### src/rtl/asram_pkg.sv
package asram_pkg;

   typedef enum logic [2:0] {
      SQ_IDLE,
      SQ_TURN,
      SQ_READ,
      SQ_WRITE,
      SQ_HOLD
   } sq_state_e;

   typedef struct packed {
      logic ce_n;
      logic we_n;
      logic oe_n;
      logic drive;
      logic lanes_on;
   } bus_ctl_t;

   // whole clock cycles covering a time, rounded up
   function automatic int cycles_for(input int t_ps, input int clk_ps);
      return (t_ps + clk_ps - 1) / clk_ps;
   endfunction

   // pin pattern belonging to each sequencer state
   function automatic bus_ctl_t ctl_for(input sq_state_e s);
      bus_ctl_t c;
      c = '{ce_n: 1'b1, we_n: 1'b1, oe_n: 1'b1, drive: 1'b0, lanes_on: 1'b0};
      case (s)
         SQ_READ: begin
            c.ce_n = 1'b0;
            c.oe_n = 1'b0;
            c.lanes_on = 1'b1;
         end
         SQ_WRITE: begin
            c.ce_n = 1'b0;
            c.we_n = 1'b0;
            c.drive = 1'b1;
            c.lanes_on = 1'b1;
         end
         SQ_HOLD: begin
            c.ce_n = 1'b0;
            c.drive = 1'b1;
            c.lanes_on = 1'b1;
         end
         default: ;
      endcase
      return c;
   endfunction

endpackage

### src/rtl/asram_wait.sv
module asram_wait #(
   parameter int MAXV  = 2,
   parameter int CNT_W = 2
) (
   input  logic             clk,
   input  logic             rst_n,
   input  logic             load,
   input  logic [CNT_W-1:0] load_val,
   output logic             last
);

   if (CNT_W < 1) begin : g_bad_w
      $error("asram_wait: CNT_W must be at least 1");
   end

   if (MAXV <= 1) begin : g_single
      // every phase is one cycle long: no counter needed
      logic unused_wait;
      assign unused_wait = ^{clk, rst_n, load, load_val};
      assign last = 1'b1;
   end else begin : g_count
      logic [CNT_W-1:0] cnt_q;

      always_ff @(posedge clk or negedge rst_n) begin
         if (!rst_n) begin
            cnt_q <= '0;
         end else if (load) begin
            cnt_q <= load_val;
         end else if (cnt_q != '0) begin
            cnt_q <= cnt_q - 1'b1;
         end
      end

      assign last = (cnt_q == '0);
   end

endmodule

### src/rtl/asram_seq.sv
module asram_seq
   import asram_pkg::*;
#(
   parameter int CNT_W  = 2,
   parameter int RD_CYC = 2,
   parameter int WR_CYC = 2
) (
   input  logic             clk,
   input  logic             rst_n,
   input  logic             req_valid,
   input  logic             req_write,
   output logic             req_ready,
   output logic             accept,
   output logic             cnt_load,
   output logic [CNT_W-1:0] cnt_val,
   input  logic             cnt_last,
   output bus_ctl_t         ctl,
   output logic             lanes_on_nxt,
   output logic             capture,
   output logic             rsp_valid
);

   sq_state_e st_q, st_nxt;
   bus_ctl_t  ctl_q, ctl_nxt;
   logic      last_rd_q;
   logic      rsp_q;

   assign req_ready = (st_q == SQ_IDLE);
   assign accept    = req_valid && req_ready;

   always_comb begin
      st_nxt = st_q;
      case (st_q)
         SQ_IDLE: begin
            if (accept) begin
               if (!req_write)     st_nxt = SQ_READ;
               else if (last_rd_q) st_nxt = SQ_TURN;
               else                st_nxt = SQ_WRITE;
            end
         end
         SQ_TURN:  st_nxt = SQ_WRITE;
         SQ_READ:  if (cnt_last) st_nxt = SQ_IDLE;
         SQ_WRITE: if (cnt_last) st_nxt = SQ_HOLD;
         SQ_HOLD:  st_nxt = SQ_IDLE;
         default:  st_nxt = SQ_IDLE;
      endcase
   end

   assign cnt_load = (st_nxt != st_q) && (st_nxt == SQ_READ || st_nxt == SQ_WRITE);
   assign cnt_val  = (st_nxt == SQ_READ) ? CNT_W'(RD_CYC - 1) : CNT_W'(WR_CYC - 1);
   assign capture  = (st_q == SQ_READ) && cnt_last;

   assign ctl_nxt      = ctl_for(st_nxt);
   assign lanes_on_nxt = ctl_nxt.lanes_on;

   always_ff @(posedge clk or negedge rst_n) begin
      if (!rst_n) begin
         st_q      <= SQ_IDLE;
         ctl_q     <= '{ce_n: 1'b1, we_n: 1'b1, oe_n: 1'b1, drive: 1'b0, lanes_on: 1'b0};
         last_rd_q <= 1'b0;
         rsp_q     <= 1'b0;
      end else begin
         st_q  <= st_nxt;
         ctl_q <= ctl_nxt;
         rsp_q <= capture;
         if (st_q == SQ_READ)       last_rd_q <= 1'b1;
         else if (st_q == SQ_WRITE) last_rd_q <= 1'b0;
      end
   end

   assign ctl       = ctl_q;
   assign rsp_valid = rsp_q;


   idle_standby_chk: assert property (@(posedge clk) disable iff (!rst_n)
      req_ready |-> ctl_q.ce_n);


   busy_after_take_chk: assert property (@(posedge clk) disable iff (!rst_n)
      accept |=> !req_ready);


   rsp_single_chk: assert property (@(posedge clk) disable iff (!rst_n)
      rsp_q |=> !rsp_q);


   oe_we_excl_chk: assert property (@(posedge clk) disable iff (!rst_n)
      !ctl_q.oe_n |-> (ctl_q.we_n && !ctl_q.ce_n));


   drive_after_oe_chk: assert property (@(posedge clk) disable iff (!rst_n)
      ctl_q.drive |-> (ctl_q.oe_n && $past(ctl_q.oe_n)));

endmodule

### src/rtl/asram_datapath.sv
module asram_datapath #(
   parameter int ADDR_W = 16,
   parameter int DATA_W = 16,
   parameter int LANES  = 2
) (
   input  logic              clk,
   input  logic              rst_n,
   input  logic              accept,
   input  logic [ADDR_W-1:0] req_addr,
   input  logic [DATA_W-1:0] req_wdata,
   input  logic [LANES-1:0]  req_be,
   input  logic              lanes_on_nxt,
   input  logic              capture,
   input  logic [DATA_W-1:0] dq_i,
   output logic [ADDR_W-1:0] addr,
   output logic [DATA_W-1:0] dq_o,
   output logic [LANES-1:0]  be_n,
   output logic [DATA_W-1:0] rdata
);

   logic [ADDR_W-1:0] addr_q;
   logic [DATA_W-1:0] wdata_q;
   logic [LANES-1:0]  be_q, be_n_q, be_use;

   assign be_use = accept ? req_be : be_q;

   always_ff @(posedge clk or negedge rst_n) begin
      if (!rst_n) begin
         addr_q  <= '0;
         wdata_q <= '0;
         be_q    <= '0;
         be_n_q  <= '1;
      end else begin
         if (accept) begin
            addr_q  <= req_addr;
            wdata_q <= req_wdata;
            be_q    <= req_be;
         end
         be_n_q <= lanes_on_nxt ? ~be_use : '1;
      end
   end

   for (genvar l = 0; l < LANES; l++) begin : g_lane
      logic [7:0] byte_q;
      always_ff @(posedge clk or negedge rst_n) begin
         if (!rst_n) begin
            byte_q <= '0;
         end else if (capture) begin
            byte_q <= be_q[l] ? dq_i[l*8 +: 8] : 8'h00;
         end
      end
      assign rdata[l*8 +: 8] = byte_q;
   end

   assign addr = addr_q;
   assign dq_o = wdata_q;
   assign be_n = be_n_q;

endmodule

### src/rtl/asram_ctrl.sv
module asram_ctrl
   import asram_pkg::*;
#(
   parameter int ADDR_W  = 16,
   parameter int DATA_W  = 16,
   parameter int CLK_PS  = 10000,
   parameter int T_AA_PS = 12000,
   parameter int T_OE_PS = 6000,
   parameter int T_WP_PS = 12000,
   parameter int T_WC_PS = 12000
) (
   input  logic                  clk,
   input  logic                  rst_n,
   input  logic                  req_valid,
   output logic                  req_ready,
   input  logic                  req_write,
   input  logic [ADDR_W-1:0]     req_addr,
   input  logic [DATA_W-1:0]     req_wdata,
   input  logic [DATA_W/8-1:0]   req_be,
   output logic                  rsp_valid,
   output logic [DATA_W-1:0]     rsp_rdata,
   output logic [ADDR_W-1:0]     sram_addr,
   output logic                  sram_ce_n,
   output logic                  sram_we_n,
   output logic                  sram_oe_n,
   output logic [DATA_W/8-1:0]   sram_be_n,
   output logic [DATA_W-1:0]     sram_dq_o,
   output logic                  sram_dq_oe,
   input  logic [DATA_W-1:0]     sram_dq_i
);

   localparam int LANES   = DATA_W / 8;
   localparam int AA_CYC  = cycles_for(T_AA_PS, CLK_PS);
   localparam int OE_CYC  = cycles_for(T_OE_PS, CLK_PS);
   localparam int WP_CYC  = cycles_for(T_WP_PS, CLK_PS);
   localparam int WC_CYC  = cycles_for(T_WC_PS, CLK_PS);
   localparam int RD_RAW  = (AA_CYC > OE_CYC) ? AA_CYC : OE_CYC;
   localparam int RD_CYC  = (RD_RAW < 1) ? 1 : RD_RAW;
   localparam int WR_RAW  = (WP_CYC > WC_CYC - 1) ? WP_CYC : WC_CYC - 1;
   localparam int WR_CYC  = (WR_RAW < 1) ? 1 : WR_RAW;
   localparam int CNT_MAX = (RD_CYC > WR_CYC) ? RD_CYC : WR_CYC;
   localparam int CNT_W   = $clog2(CNT_MAX + 1);

   if (DATA_W % 8 != 0 || DATA_W < 8) begin : g_bad_data
      $error("asram_ctrl: DATA_W must be a positive multiple of 8");
   end
   if (ADDR_W < 1 || ADDR_W > 32) begin : g_bad_addr
      $error("asram_ctrl: ADDR_W must lie in 1..32");
   end
   if (CLK_PS < 1) begin : g_bad_clk
      $error("asram_ctrl: CLK_PS must be positive");
   end

   logic             accept, cnt_load, cnt_last, lanes_on_nxt, capture;
   logic [CNT_W-1:0] cnt_val;
   bus_ctl_t         ctl;

   asram_seq #(
      .CNT_W  (CNT_W),
      .RD_CYC (RD_CYC),
      .WR_CYC (WR_CYC)
   ) u_seq (
      .clk          (clk),
      .rst_n        (rst_n),
      .req_valid    (req_valid),
      .req_write    (req_write),
      .req_ready    (req_ready),
      .accept       (accept),
      .cnt_load     (cnt_load),
      .cnt_val      (cnt_val),
      .cnt_last     (cnt_last),
      .ctl          (ctl),
      .lanes_on_nxt (lanes_on_nxt),
      .capture      (capture),
      .rsp_valid    (rsp_valid)
   );

   asram_wait #(
      .MAXV  (CNT_MAX),
      .CNT_W (CNT_W)
   ) u_wait (
      .clk      (clk),
      .rst_n    (rst_n),
      .load     (cnt_load),
      .load_val (cnt_val),
      .last     (cnt_last)
   );

   asram_datapath #(
      .ADDR_W (ADDR_W),
      .DATA_W (DATA_W),
      .LANES  (LANES)
   ) u_dp (
      .clk          (clk),
      .rst_n        (rst_n),
      .accept       (accept),
      .req_addr     (req_addr),
      .req_wdata    (req_wdata),
      .req_be       (req_be),
      .lanes_on_nxt (lanes_on_nxt),
      .capture      (capture),
      .dq_i         (sram_dq_i),
      .addr         (sram_addr),
      .dq_o         (sram_dq_o),
      .be_n         (sram_be_n),
      .rdata        (rsp_rdata)
   );

   assign sram_ce_n  = ctl.ce_n;
   assign sram_we_n  = ctl.we_n;
   assign sram_oe_n  = ctl.oe_n;
   assign sram_dq_oe = ctl.drive;


   write_hold_chk: assert property (@(posedge clk) disable iff (!rst_n)
      $rose(sram_we_n) |-> (sram_dq_oe && !sram_ce_n && $stable(sram_addr) && $stable(sram_dq_o)));


   write_drive_chk: assert property (@(posedge clk) disable iff (!rst_n)
      !sram_we_n |-> (sram_dq_oe && sram_oe_n && !sram_ce_n));

endmodule

### config.mk
export PLATFORM = sky130hd
export DESIGN_NAME = asram_ctrl
export DESIGN_NICKNAME = d
export VERILOG_FILES = /design/src/rtl/asram_pkg.sv /design/src/rtl/asram_wait.sv /design/src/rtl/asram_seq.sv /design/src/rtl/asram_datapath.sv /design/src/rtl/asram_ctrl.sv
export SDC_FILE = /design/constraint.sdc
export NUM_CORES = 1
export LEC_CHECK = 0
export CORE_MARGIN = 2
export CORE_UTILIZATION = 40
export DETAILED_ROUTE_END_ITERATION = 10
export PLACE_DENSITY = 0.83
export SETUP_SLACK_MARGIN = 0.05
export SKIP_CTS_REPAIR_TIMING = 1
export SLEW_MARGIN = 20
export SYNTH_ARGS = -nofsm -noshare
export SYNTH_HDL_FRONTEND = slang
export SYNTH_SLANG_ARGS = --single-unit
### constraint.sdc
create_clock -name clk -period 2.3 [get_ports clk]
set_clock_uncertainty 0.2 [all_clocks]
set_input_delay 0.46 -clock clk [delete_from_list [all_inputs] [get_ports clk]]
set_output_delay 0.46 -clock clk [all_outputs]
set_load 0.01 [all_outputs]
Word level (Yosys, flattened, before mapping):

Index checks and enable logic that the tools add are counted.

* register bits: 63
* latch bits: 0
* RAM bits: 0
* ROM bits: 0
* input bits: 54
* output and inout bits: 56
* logic and storage cells: 53
* memories: 0

* add/sub/neg operators: 1
* $mul: 0
* div/mod/pow operators: 0
* magnitude comparators: 0
* equal/unequal tests: 7
* shifts and indexed selects: 0
* multiplexer cells: 19
* bitwise operators: 1
* reductions and logical operators: 11

Operator list (number)
* 8-bit 2-to-1 mux: 2
* 3-bit by 2-bit == test with 1-bit output, second input constant: 4
* 3-bit 2-to-1 mux: 4
* 3-bit one-hot mux with 4 select lines: 1
* 2-bit 2-to-1 mux: 5
* 1-bit 2-to-1 mux: 7
* 2-bit nonzero test: 3
* 3-bit by 1-bit == test with 1-bit output, second input constant: 1
* 3-bit == test, second input constant: 1
* 1-bit logical AND: 3
* 3-bit zero test: 1
* 3-bit != test: 1
* 3-bit OR reduction: 1
* 2-bit zero test: 1
* 2-bit NOT: 1
* 2-bit OR reduction: 1
* 2-bit by 1-bit subtractor with 2-bit output, second input constant: 1
* 1-bit logical OR: 1

Depth between registers and ports, before layout:

Gate-level depths: netlist of run 1.

* word-level depth: 8
* depth in mapped cells: 6
* gate-level depth less buffers: 5

Modules after synthesis:

A second synthesis of run 1 with hierarchy kept.

* cell total of the unflattened synthesis: 198
* area, all modules: 2663.8 um^2

Modules (own cells, without submodules)
* asram_datapath: times used 1, cells an instance 145, area an instance 2119.5 um^2, sequential area each 1303.8 um^2
* asram_seq: times used 1, cells an instance 41, area an instance 430.4 um^2, sequential area each 254.0 um^2
* asram_wait: times used 1, cells an instance 12, area an instance 113.9 um^2, sequential area each 50.0 um^2

Least setup slack after synthesis of run 1:

OpenSTA, ideal clock, no wires.

* kind: register to register
* start point: register u_seq.st_q[1]
* end point: register u_dp.addr_q[0] (netlist: u_dp.addr[0])
* setup time: 125 ps
* data arrival time: 1467 ps
* data required time: 1975 ps
* path slack: 508 ps
* stages on the path, launching flop included: 5
* path buffers: 2
* period minus slack after synthesis: 1792 ps
* path through: dfrtp_1 buf_6 nor4b_4 buf_6 mux2_4

* longest elaborated chain between the ends: 2

Ends and longest elaborated chain
* start: declaration: RTL line asram_seq.sv:23 `sq_state_e st_q, st_nxt;`
* start signal: assignment: RTL line asram_seq.sv:63 `st_q <= st_nxt;`
* 3-bit zero test: RTL line asram_seq.sv:28 `assign req_ready = (st_q == SQ_IDLE);`
* 1-bit logical AND: RTL line asram_seq.sv:29 `assign accept = req_valid && req_ready;`
* end signal: assignment: RTL line asram_datapath.sv:35 `addr_q <= req_addr;`
* end: declaration: RTL line asram_datapath.sv:21 `logic [ADDR_W-1:0] addr_q;`

Every way passes these cells.
A chain may end at the register's enable or synchronous reset.

Worst setup path in the final report of run 1:

* start point: register u_dp.be_n_q[1] (netlist: u_dp.be_n[1])
* end point: output port sram_be_n[1]

RTL lines
* start: declaration: RTL line asram_datapath.sv:23 `logic [LANES-1:0] be_q, be_n_q, be_use;`
* start signal: assignment: RTL line asram_datapath.sv:39 `be_n_q <= lanes_on_nxt ? ~be_use : '1;`
* end: declaration: RTL line asram_ctrl.sv:26 `output logic [DATA_W/8-1:0] sram_be_n,`

No word-level cell between the ends.

==> results of run 1 <==
layout by cell type (no fill, tap or decap), types with 2 or more instances in the layout:
cell and n:
clkdlybuf4s50_1 107, dfrtp_1 55, nand2_1 38, mux2_4 30
o21ai_0 18, clkbuf_8 10, inv_1 5, dfstp_2 5
mux2_2 4, clkinv_2 3, dfrtp_2 3, a21bo_2 2
nor2_1 2, clkbuf_1 2, buf_12 2
cells by family after synthesis:
group / count (synthesis) / synth area share
adder cells (fa/ha/maj): 1 / 0.00487
XOR/XNOR: 1 / 0.00341
AND/OR/NAND/NOR: 49 / 0.0906
flip-flops: 63 / 0.616
multiplexers: 34 / 0.193
buffers and inverters: 15 / 0.0341
AO/OA/AOI/OAI: 25 / 0.0575
cell usage after synthesis (2+ instances only):
cell type | n | area, sq um
nand2_1 | 38 | 143
a21bo_2 | 2 | 20.0
inv_1 | 5 | 18.8
nor2_1 | 2 | 7.51
dfrtp_1 | 58 | 1450
clkbuf_1 | 3 | 11.3
dfstp_2 | 5 | 131
o21ai_0 | 18 | 90.1
mux2_2 | 4 | 45.0
mux2_4 | 30 | 450
buf_6 | 4 | 45.0
buf_1 | 2 | 7.51
sequential cells by signal, indices dropped and copies added (netlist names):
| name | cells |
|---|---|
| u_seq.st_q | 3 |
| u_seq.rsp_valid | 1 |
| u_dp.be_q | 2 |
| u_dp.g_lane.byte_q | 16 |
| u_dp.be_n | 2 |
| u_seq.last_rd_q | 1 |
| u_wait.g_count.cnt_q | 2 |
| u_dp.addr | 16 |
| u_dp.dq_o | 16 |
| u_seq.ctl | 4 |
per-layer routing:
metal,global-route usage,wire [um],up-vias
met3,0.0613,388,10
met5,0,0,-
met1,0.221,2420,871
li1,-,-,857
met2,0.250,2590,72
met4,0.0572,114,0
report_power, final:
part | internal [W] | switching [W]
registers | 0.00169 | 0.000362
clock network | 0.000525 | 0.000394
logic | 0.00157 | 0.000925
total | 0.00378 | 0.00168
stage by stage:
stage	hold WS (ns)	power (W)	cell area [sq um]
after floorplan	-0.0356	0.00331	2570
after global placement	0.264	0.00449	3730
after detailed placement	0.270	0.00459	3730
after CTS	-0.0599	0.00554	3920
after global routing	0.302	0.00582	3940
final	0.280	0.00546	3940
cell type report:
cell class	count	share of cell area
tap	77	0.0245
multi-input combinational	110	0.228
clock buffer	12	0.0369
inverter	5	0.00477
timing repair buffer	113	0.291
clock inverter	4	0.0114
sequential	63	0.403
final timing paths:
| check | start | to | slack (ns) |
|---|---|---|---|
| worst max-delay path | u_dp.be_n[1]$_DFF_PN1_ | sram_be_n[1] | 0.24 |
| worst min-delay path | u_dp.g_lane[1].byte_q[4]$_DFFE_PN0P_ | u_dp.g_lane[1].byte_q[4]$_DFFE_PN0P_ | 0.28 |
| worst max register to register | u_seq.st_q[0]$_DFF_PN0_ | u_dp.be_n[1]$_DFF_PN1_ | 0.44 |
| worst min register to register | u_dp.g_lane[1].byte_q[4]$_DFFE_PN0P_ | u_dp.g_lane[1].byte_q[4]$_DFFE_PN0P_ | 0.28 |
| max in group asynchronous | rst_n | u_dp.be_n[0]$_DFF_PN1_ | 1.11 |
| min in group asynchronous | rst_n | u_dp.addr[3]$_DFFE_PN0N_ | 0.47 |
==> impl_results.md, run 1 <==
- Die outline area: 7080 sq um
- Sum Neg Setup Slack: 0 ns
- Largest net degree at the start of global routing: 64
- Slowest cell on crit path: clkdlybuf4s50_1
- Worst-path clk slew: 0.06 ns
- Initial antenna violation count: 0
- Sequential cell area: 1590 sq um
- Ys flop type: dfrtp_1
- Die height: 84.1 um
- Max Root-Sink Buffers: 2
- Least-Margin Pin Slew: 0.511 ns
- CP Depth: 1
- Gr ovfl total: 0
- CTS sink count: 63
- Placed Cells: 367
- Flops & latches, synth: 63
- Period Utilization, post-route: 0.898
- Final wirelength: 5.52 mm
- IO buf count: 109
- Status: finished clean
- Final ANT Viol Nets: 0
- CP Data Required Time: 1.64 ns
- DIE WIDTH: 84.1 um
- Initial core utilization: 0.409
- Cts bufs inserted: 9
- Post-synthesis cell count: 188
- CP cell instances: clkdlybuf4s50_1
- Hold WC Path Type: reg2reg
- Tmin final: 2.06 ns
- Ratio of cells with drive above 1 in the final layout: 0.208
- Detailed placement HPWL: 3.87 mm
- First-pass GRT wire length: 9.14 mm
- Number of H-tree levels: 3
- Final Hold Viols: 0
- CP Launch Type: flip-flop
- Unrepaired setup endpoints after global routing: no
- Site Rows: 29
- Layout net count: 357
- RePlAce Congestion: 0.792
- Peak VDD IR: 0.000752 V
- Area grow syn2layout: 53.3%
- Clock Latency Late Sink: 0.32 ns
- Core Util, Final: 0.627
- Core Area: 6280 sq um
- Fin cells: 384
- Slew Viols, Final: 0
- Vias/cell: 4.71
- Register area share after synthesis: 0.616
- Synthesized Nets: 243
- Total GRT Usage: 0.166
- DR DRC count: 0
- Max-slew headroom: 0.659
- Cell variety after synth: 29
- Post-synth ARST share: 1.00
- Mapped cell area: 2570 sq um
- Post-synth EDFFs: 0
- Avg WL per Cell: 14.4 um
- Critical path's largest stage delay: 0.57 ns
- Clock Tree Root: clkbuf_8
- Max_cap viols: 0
- P_leak: 1.74 nW
- Hold depth: 2
- Syn. warnings: 0
- I/O pins: 110
- Pwr dens: 1390 nW/um^2
- CP Class: reg2out
- Number of antenna diodes: 0
- Multi-input gate area: 897 sq um
- Setup WS post-layout: 0.235 ns
- WP buf/inv: 1
- Worst endpoint data arrival time: 1.40 ns
- # fillers: 509
- Crit-path max FO: 1
- Post-Syn Area per Cell: 13.7 sq um
- Crit. End Element: primary output
- Vias in the first global route: 1781
- Via count: 1810
- DRT Pass-1 Iters: 4
- Initial DRC count: 41
- Fmax: 484 MHz
- Dpl ws: 0.00784 ns
- CTS tree: done
- Top delay family on crit path: buffers and inverters
- R2R cell count: 4
- Endpoints failing setup: 0
Power figures use the tool's default switching activity.
==> inputs of run 2 (changes only) <==
- MAX_ROUTING_LAYER: not set -> met4
==> run 2 against run 1 <==
Compared with the run above:
- register-to-register slack barely moved
- first-iteration DRC count did not move
- fmax barely moved
- wire length fell by 0.25%
- final area did not move
- sequential share of layout area did not move
==> impl_results.md, run 2 (same netlist as run 1, synthesis figures left out) <==
- Most frequent cells in the layout: clkdlybuf4s50_1, dfrtp_1, nand2_1
- DIE WIDTH: 84.1 um
- Worst endpoint data arrival time: 1.40 ns
- DRT Pass-1 Iters: 4
- Placed Cells: 367
- Peak VDD IR: 0.000750 V
- Ratio of cells with drive above 1 in the final layout: 0.208
- Max-slew headroom: 0.660
- CP Class: reg2out
- Detailed placement HPWL: 3.87 mm
- Status: finished clean
- Design area: 3940 sq um
- Final Hold Viols: 0
- Largest net degree at the start of global routing: 64
- Clock Tree Root: clkbuf_8
- Gr ovfl total: 0
- DP Area: 3730 sq um
- Number of H-tree levels: 3
- Number of antenna diodes: 0
- Initial antenna violation count: 0
- RePlAce Congestion: 0.803
- Most common cell after layout, fill and taps aside: clkdlybuf4s50_1
- Final wirelength: 5.50 mm
- Fmax: 485 MHz
- Initial DRC count: 41
- CP cell instances: clkdlybuf4s50_1
- Crit-path max FO: 1
- Sum Neg Setup Slack: 0 ns
- Final ANT Viol Nets: 0
- I/O pins: 110
- Vias in the first global route: 1779
- CTS tree: done
- Critical path's largest stage delay: 0.57 ns
- Slowest cell on crit path: clkdlybuf4s50_1
- CTS sink count: 63
- WP buf/inv: 1
- Layout net count: 357
- Fin cells: 384
- Unrepaired setup endpoints after global routing: no
- Max_cap viols: 0
- Power Total: 0.00546 W
- Flop2flop setup slack: 0.44 ns
- Clock Latency Late Sink: 0.32 ns
- IO buf count: 109
- Tmin final: 2.06 ns
- Top delay family on crit path: buffers and inverters
- CP Launch Type: flip-flop
- Period Utilization, post-route: 0.897
- Core Area: 6280 sq um
- Initial core utilization: 0.409
- Die outline area: 7080 sq um
- Site Rows: 29
- Max Root-Sink Buffers: 2
- Slew Viols, Final: 0
- Crit. End Element: primary output
- WHS: 0.280 ns
- CP Data Required Time: 1.64 ns
- Cts bufs inserted: 9
- Area grow syn2layout: 53.3%
- Least-Margin Pin Slew: 0.510 ns
- Via count: 1803
- Die height: 84.1 um
- Worst-path clk slew: 0.06 ns
- Hold WC Path Type: reg2reg
- Vias/cell: 4.70
- Endpoints failing setup: 0
- Avg WL per Cell: 14.3 um
- Pwr dens: 1390 nW/um^2
- Total GRT Usage: 0.171
- DR DRC count: 0
- First-pass GRT wire length: 9.14 mm
- P_leak: 1.74 nW
-- run 2: cell counts in the layout (fill, tap and decap cells not counted) --
Identical to the previous run, type by type.
-- run 2: final timing paths --
check,endpoint,cells after the start,start
worst min-delay path,u_dp.g_lane[1].byte_q[4]$_DFFE_PN0P_,2,u_dp.g_lane[1].byte_q[4]$_DFFE_PN0P_
min in group asynchronous,u_dp.addr[3]$_DFFE_PN0N_,3,rst_n
max in group asynchronous,u_dp.be_n[1]$_DFF_PN1_,3,rst_n
worst max register to register,u_dp.be_n[1]$_DFF_PN1_,4,u_seq.st_q[0]$_DFF_PN0_
worst min register to register,u_dp.g_lane[1].byte_q[4]$_DFFE_PN0P_,2,u_dp.g_lane[1].byte_q[4]$_DFFE_PN0P_
worst max-delay path,sram_be_n[1],1,u_dp.be_n[1]$_DFF_PN1_
-- run 2: cell type report --
class / count / area, sq um
inverters: 5 / 18.8
flip-flops and latches: 63 / 1590
well taps: 77 / 96.3
clock inverters: 4 / 45.0
fillers: 509 / 2340
multi-input cells: 110 / 897
repair buffers: 113 / 1150
clock buffers: 12 / 145
-- run 2: through the flow --
step / util / setup WS (ns)
global route: 0.627 / 0.190
CTS: 0.624 / 0.0407
global placement: 0.594 / 0.0475
finish: 0.627 / 0.237
detailed placement: 0.594 / 0.00784
floorplan: - / 0.508
-- run 2: metal layers --
| metal | share of wire | GRT usage | vias up |
|---|---|---|---|
| met4 | 0.020 | 0.0572 | 0 |
| met2 | 0.47 | 0.250 | 69 |
| li1 | - | - | 858 |
| met1 | 0.44 | 0.223 | 867 |
| met5 | 0 | - | - |
| met3 | 0.068 | 0.0593 | 9 |
-- run 2: report_power, final --
part | leakage, nW | internal, W | switching [W] | total, W
combinational | 0.879 | 0.00157 | 0.000925 | 0.00249
clock | 0.100 | 0.000525 | 0.000391 | 0.000917
sequential | 0.761 | 0.00169 | 0.000360 | 0.00205
total | 1.74 | 0.00378 | 0.00168 | 0.00546
